### src/rtl/wdmc_pkg.sv
package wdmc_pkg;

    localparam int DW         = 8;
    localparam int PS_W       = 3;
    localparam int BASE_TICKS = 16;

    // Bit positions inside the control byte
    localparam int BIT_WDEN   = 0;
    localparam int BIT_KICK   = 1;
    localparam int BIT_DPSEL  = 2;
    localparam int BIT_EEEN   = 3;
    localparam int BIT_EEWR   = 4;
    localparam int PS_LSB     = 5;

    // Power-control register: only this bit is implemented
    localparam int BIT_POF    = 4;

    typedef struct packed {
        logic [PS_W-1:0] ps;
        logic            ee_wr_en;
        logic            ee_en;
        logic            dp_sel;
        logic            wd_en;
    } ctrl_t;

    function automatic ctrl_t unpack_ctrl(input logic [DW-1:0] d);
        ctrl_t c;
        c.ps       = d[PS_LSB +: PS_W];
        c.ee_wr_en = d[BIT_EEWR];
        c.ee_en    = d[BIT_EEEN];
        c.dp_sel   = d[BIT_DPSEL];
        c.wd_en    = d[BIT_WDEN];
        return c;
    endfunction

    function automatic logic [DW-1:0] pack_ctrl(input ctrl_t c, input logic ready);
        logic [DW-1:0] d;
        d                   = '0;
        d[PS_LSB +: PS_W]   = c.ps;
        d[BIT_EEWR]         = c.ee_wr_en;
        d[BIT_EEEN]         = c.ee_en;
        d[BIT_DPSEL]        = c.dp_sel;
        d[BIT_KICK]         = ready;
        d[BIT_WDEN]         = c.wd_en;
        return d;
    endfunction

endpackage

### src/rtl/wdmc_ctrl_reg.sv
module wdmc_ctrl_reg
    import wdmc_pkg::*;
(
    input  logic          clk_i,
    input  logic          rst_i,
    input  logic          wr_hit_i,
    input  logic [DW-1:0] wdata_i,
    output ctrl_t         ctrl_o,
    output logic          kick_o,
    output logic          ps_chg_o
);

    ctrl_t ctrl_q;
    ctrl_t ctrl_d;

    assign ctrl_d = unpack_ctrl(wdata_i);

    always_ff @(posedge clk_i) begin
        if (rst_i) begin
            ctrl_q   <= '0;
            kick_o   <= 1'b0;
            ps_chg_o <= 1'b0;
        end else begin
            kick_o   <= wr_hit_i && wdata_i[BIT_KICK];
            ps_chg_o <= wr_hit_i && (ctrl_d.ps != ctrl_q.ps);
            if (wr_hit_i) begin
                ctrl_q <= ctrl_d;
            end
        end
    end

    assign ctrl_o = ctrl_q;

    // a prescaler-change pulse only follows an actual change of the field
    p_ps_chg_real_r8: assert property (@(posedge clk_i) disable iff (rst_i)
        ps_chg_o |-> (ctrl_q.ps != $past(ctrl_q.ps)));

    // outside a write the stored routing bits stay put
    p_ctrl_hold_r2: assert property (@(posedge clk_i) disable iff (rst_i)
        !wr_hit_i |=> $stable(ctrl_q));

endmodule

### src/rtl/wdmc_wdt_count.sv
module wdmc_wdt_count #(
    parameter int BASE_TICKS = 16,
    parameter int PS_W       = 3
) (
    input  logic            clk_i,
    input  logic            rst_i,
    input  logic            tick_i,
    input  logic            en_i,
    input  logic [PS_W-1:0] ps_i,
    input  logic            clr_i,
    output logic            expire_o
);

    localparam int MAX_PERIOD = BASE_TICKS << ((1 << PS_W) - 1);
    localparam int CNT_W      = $clog2(MAX_PERIOD);

    logic [CNT_W-1:0] cnt_q;
    logic [CNT_W:0]   period;
    logic             at_end;

    assign period = (CNT_W+1)'(BASE_TICKS) << ps_i;
    assign at_end = ({1'b0, cnt_q} >= (period - 1'b1));

    always_ff @(posedge clk_i) begin
        if (rst_i) begin
            cnt_q    <= '0;
            expire_o <= 1'b0;
        end else begin
            expire_o <= 1'b0;
            if (clr_i || !en_i) begin
                cnt_q <= '0;
            end else if (tick_i) begin
                if (at_end) begin
                    cnt_q    <= '0;
                    expire_o <= 1'b1;
                end else begin
                    cnt_q <= cnt_q + 1'b1;
                end
            end
        end
    end

    // a clear request empties the count and suppresses expiry
    p_clear_wins_r9: assert property (@(posedge clk_i) disable iff (rst_i)
        clr_i |=> (cnt_q == '0) && !expire_o);

    // disabled watchdog stays idle
    p_disabled_idle_r7: assert property (@(posedge clk_i) disable iff (rst_i)
        !en_i |=> (cnt_q == '0) && !expire_o);

    // request lasts one cycle and coincides with a restarted count
    p_pulse_single_r6: assert property (@(posedge clk_i) disable iff (rst_i)
        expire_o |=> !expire_o);
    p_pulse_restart_r6: assert property (@(posedge clk_i) disable iff (rst_i)
        expire_o |-> (cnt_q == '0));

    // count stays inside the selected period once settled
    p_cnt_in_range_r5: assert property (@(posedge clk_i) disable iff (rst_i)
        !clr_i |-> ({1'b0, cnt_q} < period));

endmodule

### src/rtl/wdmc_pof_flag.sv
module wdmc_pof_flag (
    input  logic clk_i,
    input  logic por_i,
    input  logic wr_i,
    input  logic bit_i,
    output logic flag_o
);

    always_ff @(posedge clk_i) begin
        if (por_i) begin
            flag_o <= 1'b1;
        end else if (wr_i) begin
            flag_o <= bit_i;
        end
    end

    // without power-on or a software write the flag holds
    p_pof_hold_r10: assert property (@(posedge clk_i) disable iff (por_i)
        !wr_i |=> $stable(flag_o));

endmodule

### src/rtl/wdt_memctl_sfr.sv
module wdt_memctl_sfr
    import wdmc_pkg::*;
#(
    parameter int               ADDR_W    = 8,
    parameter logic [ADDR_W-1:0] CTRL_ADDR = 8'h96,
    parameter logic [ADDR_W-1:0] PWR_ADDR  = 8'h87
) (
    input  logic              clk_i,
    input  logic              rst_i,
    input  logic              por_i,
    input  logic [ADDR_W-1:0] sfr_addr_i,
    input  logic              sfr_wr_i,
    input  logic [DW-1:0]     sfr_wdata_i,
    output logic [DW-1:0]     sfr_rdata_o,
    input  logic              tick_i,
    input  logic              ee_busy_i,
    output logic              dp_sel_o,
    output logic              ee_en_o,
    output logic              ee_wr_en_o,
    output logic              wdt_rst_o
);

    logic  ctrl_hit;
    logic  pwr_hit;
    ctrl_t ctrl;
    logic  kick;
    logic  ps_chg;
    logic  pof;

    assign ctrl_hit = sfr_wr_i && (sfr_addr_i == CTRL_ADDR);
    assign pwr_hit  = sfr_wr_i && (sfr_addr_i == PWR_ADDR);

    wdmc_ctrl_reg u_ctrl (
        .clk_i    (clk_i),
        .rst_i    (rst_i),
        .wr_hit_i (ctrl_hit),
        .wdata_i  (sfr_wdata_i),
        .ctrl_o   (ctrl),
        .kick_o   (kick),
        .ps_chg_o (ps_chg)
    );

    wdmc_wdt_count #(
        .BASE_TICKS (BASE_TICKS),
        .PS_W       (PS_W)
    ) u_count (
        .clk_i    (clk_i),
        .rst_i    (rst_i),
        .tick_i   (tick_i),
        .en_i     (ctrl.wd_en),
        .ps_i     (ctrl.ps),
        .clr_i    (kick || ps_chg),
        .expire_o (wdt_rst_o)
    );

    wdmc_pof_flag u_pof (
        .clk_i  (clk_i),
        .por_i  (por_i),
        .wr_i   (pwr_hit),
        .bit_i  (sfr_wdata_i[BIT_POF]),
        .flag_o (pof)
    );

    always_comb begin
        sfr_rdata_o = '0;
        if (sfr_addr_i == CTRL_ADDR) begin
            sfr_rdata_o = pack_ctrl(ctrl, !ee_busy_i);
        end else if (sfr_addr_i == PWR_ADDR) begin
            sfr_rdata_o[BIT_POF] = pof;
        end
    end

    assign dp_sel_o   = ctrl.dp_sel;
    assign ee_en_o    = ctrl.ee_en;
    assign ee_wr_en_o = ctrl.ee_wr_en;

    // busy programming always reads back as 0 at the kick position
    p_busy_reads_low_r3: assert property (@(posedge clk_i) disable iff (rst_i)
        (ee_busy_i && sfr_addr_i == CTRL_ADDR) |-> !sfr_rdata_o[BIT_KICK]);

    // a control write reaches the bank-select output on the next cycle
    p_dpsel_follows_r2: assert property (@(posedge clk_i) disable iff (rst_i)
        ctrl_hit |=> (dp_sel_o == $past(sfr_wdata_i[BIT_DPSEL])));

endmodule

### config.mk
export PLATFORM = sky130hd
export DESIGN_NAME = wdt_memctl_sfr
export DESIGN_NICKNAME = d
export VERILOG_FILES = /design/src/rtl/wdmc_pkg.sv /design/src/rtl/wdmc_ctrl_reg.sv /design/src/rtl/wdmc_wdt_count.sv /design/src/rtl/wdmc_pof_flag.sv /design/src/rtl/wdt_memctl_sfr.sv
export SDC_FILE = /design/constraint.sdc
export NUM_CORES = 1
export LEC_CHECK = 0
export CORE_MARGIN = 3
export CORE_UTILIZATION = 43
export DETAILED_ROUTE_END_ITERATION = 12
export PLACE_DENSITY_LB_ADDON = 0.2
export SLEW_MARGIN = 20
export SYNTH_ARGS = -nofsm -noshare
export SYNTH_HDL_FRONTEND = slang
export SYNTH_SLANG_ARGS = --single-unit
### constraint.sdc
create_clock -name clk_i -period 2.1 [get_ports clk_i]
set_clock_uncertainty 0.1 [all_clocks]
set_input_delay 0.42 -clock clk_i [delete_from_list [all_inputs] [get_ports clk_i]]
set_output_delay 0.42 -clock clk_i [all_outputs]
set_load 0.02 [all_outputs]
# Word level (Yosys, flattened, before mapping)
# Index checks and enable logic that the tools add are counted.
totals:
  out_inout_bits: 12
  romBits: 0
  latchBits: 0
  inputBits: 22
  mem_bits_rw: 0
  memories: 0
  elab_cells: 34
  regBits: 22
classes:
  n_shift: 1
  n_bitwise: 1
  n_div: 0
  magnitude_cmp: 1
  n_eq_ne: 3
  n_mul: 0
  muxes: 6
  reduce_logical: 10
  n_addsub: 2
ops:
  columns: ["operator", "n"]
  rows:
  - ["8-bit equality test (second input constant)", 2]
  - ["11-bit by 12-bit greater-or-equal comparator with 1-bit output", 1]
  - ["5-bit by 3-bit left shift with 12-bit output (first input constant)", 1]
  - ["12-bit by 1-bit subtractor with 12-bit output (second input constant)", 1]
  - ["11-bit by 1-bit adder with 11-bit output (second input constant)", 1]
  - ["11-bit two-way mux", 1]
  - ["1-bit logical AND", 4]
  - ["4-bit two-way mux", 1]
  - ["1-bit two-way mux", 3]
  - ["3-bit two-way mux", 1]
  - ["3-bit != test", 1]
  - ["3-bit OR reduction", 1]
  - ["1-bit logical NOT", 2]
  - ["1-bit logical OR", 2]
  - ["2-bit OR reduction", 1]
  - ["1-bit inverter", 1]

# Depth between registers and ports, before layout
depth:
  depth_word: 4
  mapped_depth: 8
  mapped_depth_nobuf: 6

# Cells and area by module
# Synthesis repeated with hierarchy kept, for this count alone.
hier_totals:
  cells_unflattened: 150
  hier_area_um2: 1316.3
by_module_without_submodules:
  columns: ["module", "area_each_um2", "seq_area_each_um2", "instances", "cells_each"]
  rows:
  - ["wdmc_wdt_count", 777.0, 240.2, 1, 90]
  - ["wdmc_ctrl_reg", 334.1, 180.2, 1, 31]
  - ["wdt_memctl_sfr", 170.2, 0.0, 1, 26]
  - ["wdmc_pof_flag", 35.0, 20.0, 1, 3]

# Least setup slack after synthesis
# No wires, ideal clock.
synth_path:
  kind: "flip-flop to flip-flop"
  startpoint: "reg u_ctrl.ctrl_q, in the netlist u_ctrl.ctrl_o[6]"
  endpoint: "reg u_count.expire_o"
  required_ps: 1928
  arrival_time_ps: 1948
  setup_ps: 72
  setup_slack_ps: -21
  n_path_buf: 2
  stages_incl_launch_ff: 9
  synth_period_minus_slack_ps: 2121
  cell_sequence: "dfxtp_1 -> clkbuf_1 -> o21ai_0 -> ha_1 -> nand3_2 -> or3_1 -> buf_2 -> o211ai_4 -> nor3b_2"
synth_between:
  elab_chain_len: 4
synth_lines:
  columns: ["element", "line", "text"]
  rows:
  - ["start, declared", "wdmc_ctrl_reg.sv:13", "ctrl_t ctrl_q;"]
  - ["start signal, assigned", "wdmc_ctrl_reg.sv:27", "ctrl_q <= ctrl_d;"]
  - ["5-bit by 3-bit left shift with 12-bit output", "wdmc_wdt_count.sv:21", "assign period = (CNT_W+1)'(BASE_TICKS) << ps_i;"]
  - ["12-bit by 1-bit subtractor with 12-bit output", "wdmc_wdt_count.sv:22", "assign at_end = ({1'b0, cnt_q} >= (period - 1'b1));"]
  - ["11-bit by 12-bit greater-or-equal comparator with 1-bit output", "wdmc_wdt_count.sv:22", null]
  - ["1-bit two-way mux", "wdmc_wdt_count.sv:33", "if (at_end) begin"]
  - ["end signal, assigned", "wdmc_wdt_count.sv:27", "expire_o <= 1'b0;"]
  - ["end signal, assigned", "wdmc_wdt_count.sv:29", "expire_o <= 1'b0;"]
  - ["end signal, assigned", "wdmc_wdt_count.sv:35", "expire_o <= 1'b1;"]
  - ["end, declared", "wdmc_wdt_count.sv:11", "output logic expire_o"]
# No other way between the ends.
# A chain may end at the register's enable or synchronous reset.

# Worst setup path after layout
layout_path:
  startpoint: "in sfr_addr_i[1]"
  endpoint: "out sfr_rdata_o[6]"
layout_between:
  elab_chain_len: 2
layout_lines:
  columns: ["element", "line", "text"]
  rows:
  - ["start, declared", "wdt_memctl_sfr.sv:11", "input logic [ADDR_W-1:0] sfr_addr_i,"]
  - ["8-bit equality test", "wdt_memctl_sfr.sv:66", "if (sfr_addr_i == CTRL_ADDR) begin"]
  - ["3-bit two-way mux", "wdt_memctl_sfr.sv:66", null]
  - ["end, declared", "wdt_memctl_sfr.sv:14", "output logic [DW-1:0] sfr_rdata_o,"]
# No other way between the ends.

==> flow_summary.json <==
{
  "status": "complete, no violations",
  "tritoncts": "done",
  "p_leak_nw": 0.671,
  "yosysTopAreaCell": "dfxtp_1",
  "synth-seq-cells": 22,
  "clkLatencyLatePin_ns": 0.30,
  "critPathBufInv": 2,
  "cts_sinks": 22,
  "hold_class": "reg2reg",
  "peakVddDrop_v": 0.000218,
  "dpl.hpwl_um": 2400,
  "fp.dieW_um": 61.3,
  "syn-num-nets": 181,
  "worst_path_largest_cell_delay_ns": 0.46,
  "drive_above_1_share_pct": 24.7,
  "grt_pass1_wl_um": 5650,
  "yosys-top-cells-area": "dfxtp_1 (33%), ha_1 (7.6%), xnor2_1 (6.0%), nand3_1 (4.9%), a21oi_1 (4.6%)",
  "htreeDepth": 1,
  "synthArstFlopShare_pct": 0,
  "synth_most_common_cell": "dfxtp_1",
  "track_usage_pct": 19.8,
  "critPathLaunchType": "primary input",
  "netSwitchingFraction_pct": 21.5,
  "final_cell_area_um2": 1830,
  "critical_path.max_fanout": 6,
  "synth_cell_types": 38,
  "wl_met2_um": 1580,
  "tightest_slew_ns": 0.341,
  "holdBufCountCts": 0,
  "rsz0062_at_grt": "no",
  "final.min_clock_period_ns": 2.04,
  "start_util_pct": 46.5,
  "power_frac_seq_pct": 57.4,
  "io_pins": 34,
  "grt_pass1_vias": 1329,
  "drtPass1Iterations": 5,
  "wl_met3_um": 201,
  "power.density_nw_per_um2": 398,
  "vias": 1269,
  "io_buffers": 33,
  "p_clk_share_pct": 32.2,
  "wl_per_cell_um": 14.0,
  "core_area_um2": 2830,
  "worst_slack_ns": 0.0579,
  "synth_area_um2": 1320,
  "cp_data_required_time_ns": 1.58,
  "syn_avg_cell_area_um2": 8.72,
  "fin_util_pct": 64.7,
  "wirelength_um": 3210,
  "setup_viol": 0,
  "power.internal_uw": 571,
  "switching_power_uw": 156,
  "pwr-share-comb_pct": 10.4,
  "ant_nets": 0,
  "syn_to_final_growth_pct": 39.0,
  "gp_congestion": 0.863,
  "synth_edf_count": 0,
  "vias_per_cell": 5.54,
  "grt_max_degree": 13,
  "grt.overflow.total": 0,
  "wl_met1_um": 1390,
  "num_rows": 19,
  "maxCapViolations": 0,
  "fmax_mhz": 490,
  "place_ws_ns": -0.652,
  "timing.hold.ws_ns": 0.381,
  "cp-end-kind": "primary output",
  "yosys_warnings": 0,
  "setup_tns_ns": 0,
  "maxSlewHeadroom_pct": 77.2,
  "fin_crit_sh_pct": 97.2,
  "nets": 229,
  "finalMaxSlewViolations": 0,
  "dieArea_um2": 3760,
  "root_buffer": "clkbuf_4",
  "antenna_cells": 0,
  "ys_seq_area_share_pct": 33.5,
  "hold_viol": 0,
  "clockBufferDepth": 2,
  "arrival_ns": 1.52,
  "ys_top_cells_by_count": "dfxtp_1 (22), nand2_1 (16), nand3_1 (13)",
  "synth_top_area_share_pct": 33.5,
  "dr.max_layer_used": "met4",
  "fp.dieH_um": 61.3,
  "path_clk_slew_ns": 0.12,
  "slowest_stage": "clkdlybuf4s50_1",
  "place_area_um2": 1740,
  "criticalPathCategory": "in2out",
  "numCtsBuffers": 3,
  "synth_cells": 151,
  "crit_chain": "clkdlybuf4s50_1 > nor2b_4 > and3_4 > and2_1 > buf_2",
  "synth-main-ff-cell": "dfxtp_1",
  "antenna_found_initial": 0,
  "drc_errors": 0,
  "drt_iter0_markers": 39,
  "crit_family": "buffers and inverters"
}
## stage by stage
stage	power, mW	cells
2_1_floorplan	0.448	151
3_3_place_gp	0.497	219
3_5_place_dp	0.499	219
4_1_cts	0.734	229
5_1_grt	0.762	229
6_report	0.727	229
## sequential cells by signal, summed over array words and instances (netlist names)
| name | flops |
|---|---|
| u_pof.flag_o | 1 |
| u_ctrl.ctrl_o | 7 |
| u_count.expire_o | 1 |
| u_ctrl.ps_chg_o | 1 |
| u_count.cnt_q | 11 |
| u_ctrl.kick_o | 1 |
## layout make-up
cell class	instances	area (um2)
inverter	4	15.0
fill	234	1000
multi-input combinational	117	853
tap	31	38.8
sequential	22	443
timing repair buffer	51	443
clock buffer	4	36.3
## worst paths after layout
| check | from | to | slack [ns] | depth (start not counted) |
|---|---|---|---|---|
| worst max-delay path | sfr_addr_i[1] | sfr_rdata_o[6] | 0.06 | 5 |
| worst min register to register | u_ctrl.ctrl_o[0] | u_ctrl.ctrl_o[0] | 0.38 | 2 |
| worst max register to register | u_ctrl.ctrl_o[6] | u_count.expire_o | 0.14 | 6 |
| worst min-delay path | u_ctrl.ctrl_o[0] | u_ctrl.ctrl_o[0] | 0.38 | 2 |
## timing repair
action / in CTS / in global routing
setup buffers: 6 / 0
gates cloned: 1 / 0
endpoints found under the setup margin: 8 / 15
pin swaps: 3 / 1
gates resized for setup: 49 / 8
## metal layers
layer	GRT usage, %	vias up
li1	-	639
met2	35.0	42
met3	4.82	6
met1	22.8	582
met5	0	-
met4	7.74	0
## power groups by stage
| stage | Sequential, mW | Combinational [mW] | Clock [mW] |
|---|---|---|---|
| 2_1_floorplan | 0.427 | 0.0211 | 0 |
| 4_1_cts | 0.418 | 0.0735 | 0.243 |
| 5_1_grt | 0.418 | 0.0817 | 0.263 |
| 3_3_place_gp | 0.427 | 0.0697 | 0 |
| 3_5_place_dp | 0.427 | 0.0716 | 0 |
| 6_report | 0.418 | 0.0757 | 0.234 |
## layout by cell type (no fill, tap or decap), types with 2 or more instances in the layout
| cell | netlist | routed |
|---|---|---|
| nor3b_2 | 2 | 2 |
| xnor2_1 | 9 | 9 |
| and2_1 | 7 | 5 |
| and3_4 | 0 | 2 |
| nand3_1 | 13 | 13 |
| nand4_1 | 4 | 4 |
| nor3_1 | 4 | 4 |
| dfxtp_2 | 0 | 2 |
| clkbuf_4 | 0 | 3 |
| xor2_1 | 2 | 2 |
| nand2_1 | 16 | 16 |
| a211oi_1 | 5 | 5 |
| buf_2 | 2 | 4 |
| o2111ai_1 | 4 | 4 |
| a21oi_1 | 12 | 12 |
| nor2_1 | 5 | 5 |
| nor2b_4 | 0 | 3 |
| dfxtp_1 | 22 | 20 |
| clkdlybuf4s50_1 | 0 | 19 |
| buf_4 | 0 | 19 |
| dlygate4sd2_1 | 0 | 5 |
| ha_1 | 8 | 8 |
| inv_1 | 4 | 4 |
| and2_4 | 0 | 2 |
| a211oi_2 | 3 | 3 |
| buf_6 | 2 | 3 |
## tightest hold or removal path, cell delays in order (launching register included)
cell     delay (ns)
dfxtp_1        0.34
nand2_1        0.06
a21oi_1        0.05
## kinds of logic after synthesis
kind of cell / after synthesis / synth area share, %
AOI/OAI and AO/OA: 32 / 18.6
xor gates and xnor gates: 11 / 7.32
adders and majority gates: 8 / 7.60
buffers and inverters: 13 / 5.04
DFF: 22 / 33.5
muxes: 1 / 0.760
and+or+nand+nor: 64 / 27.2
No activity file was read; power rests on OpenSTA's default activity.
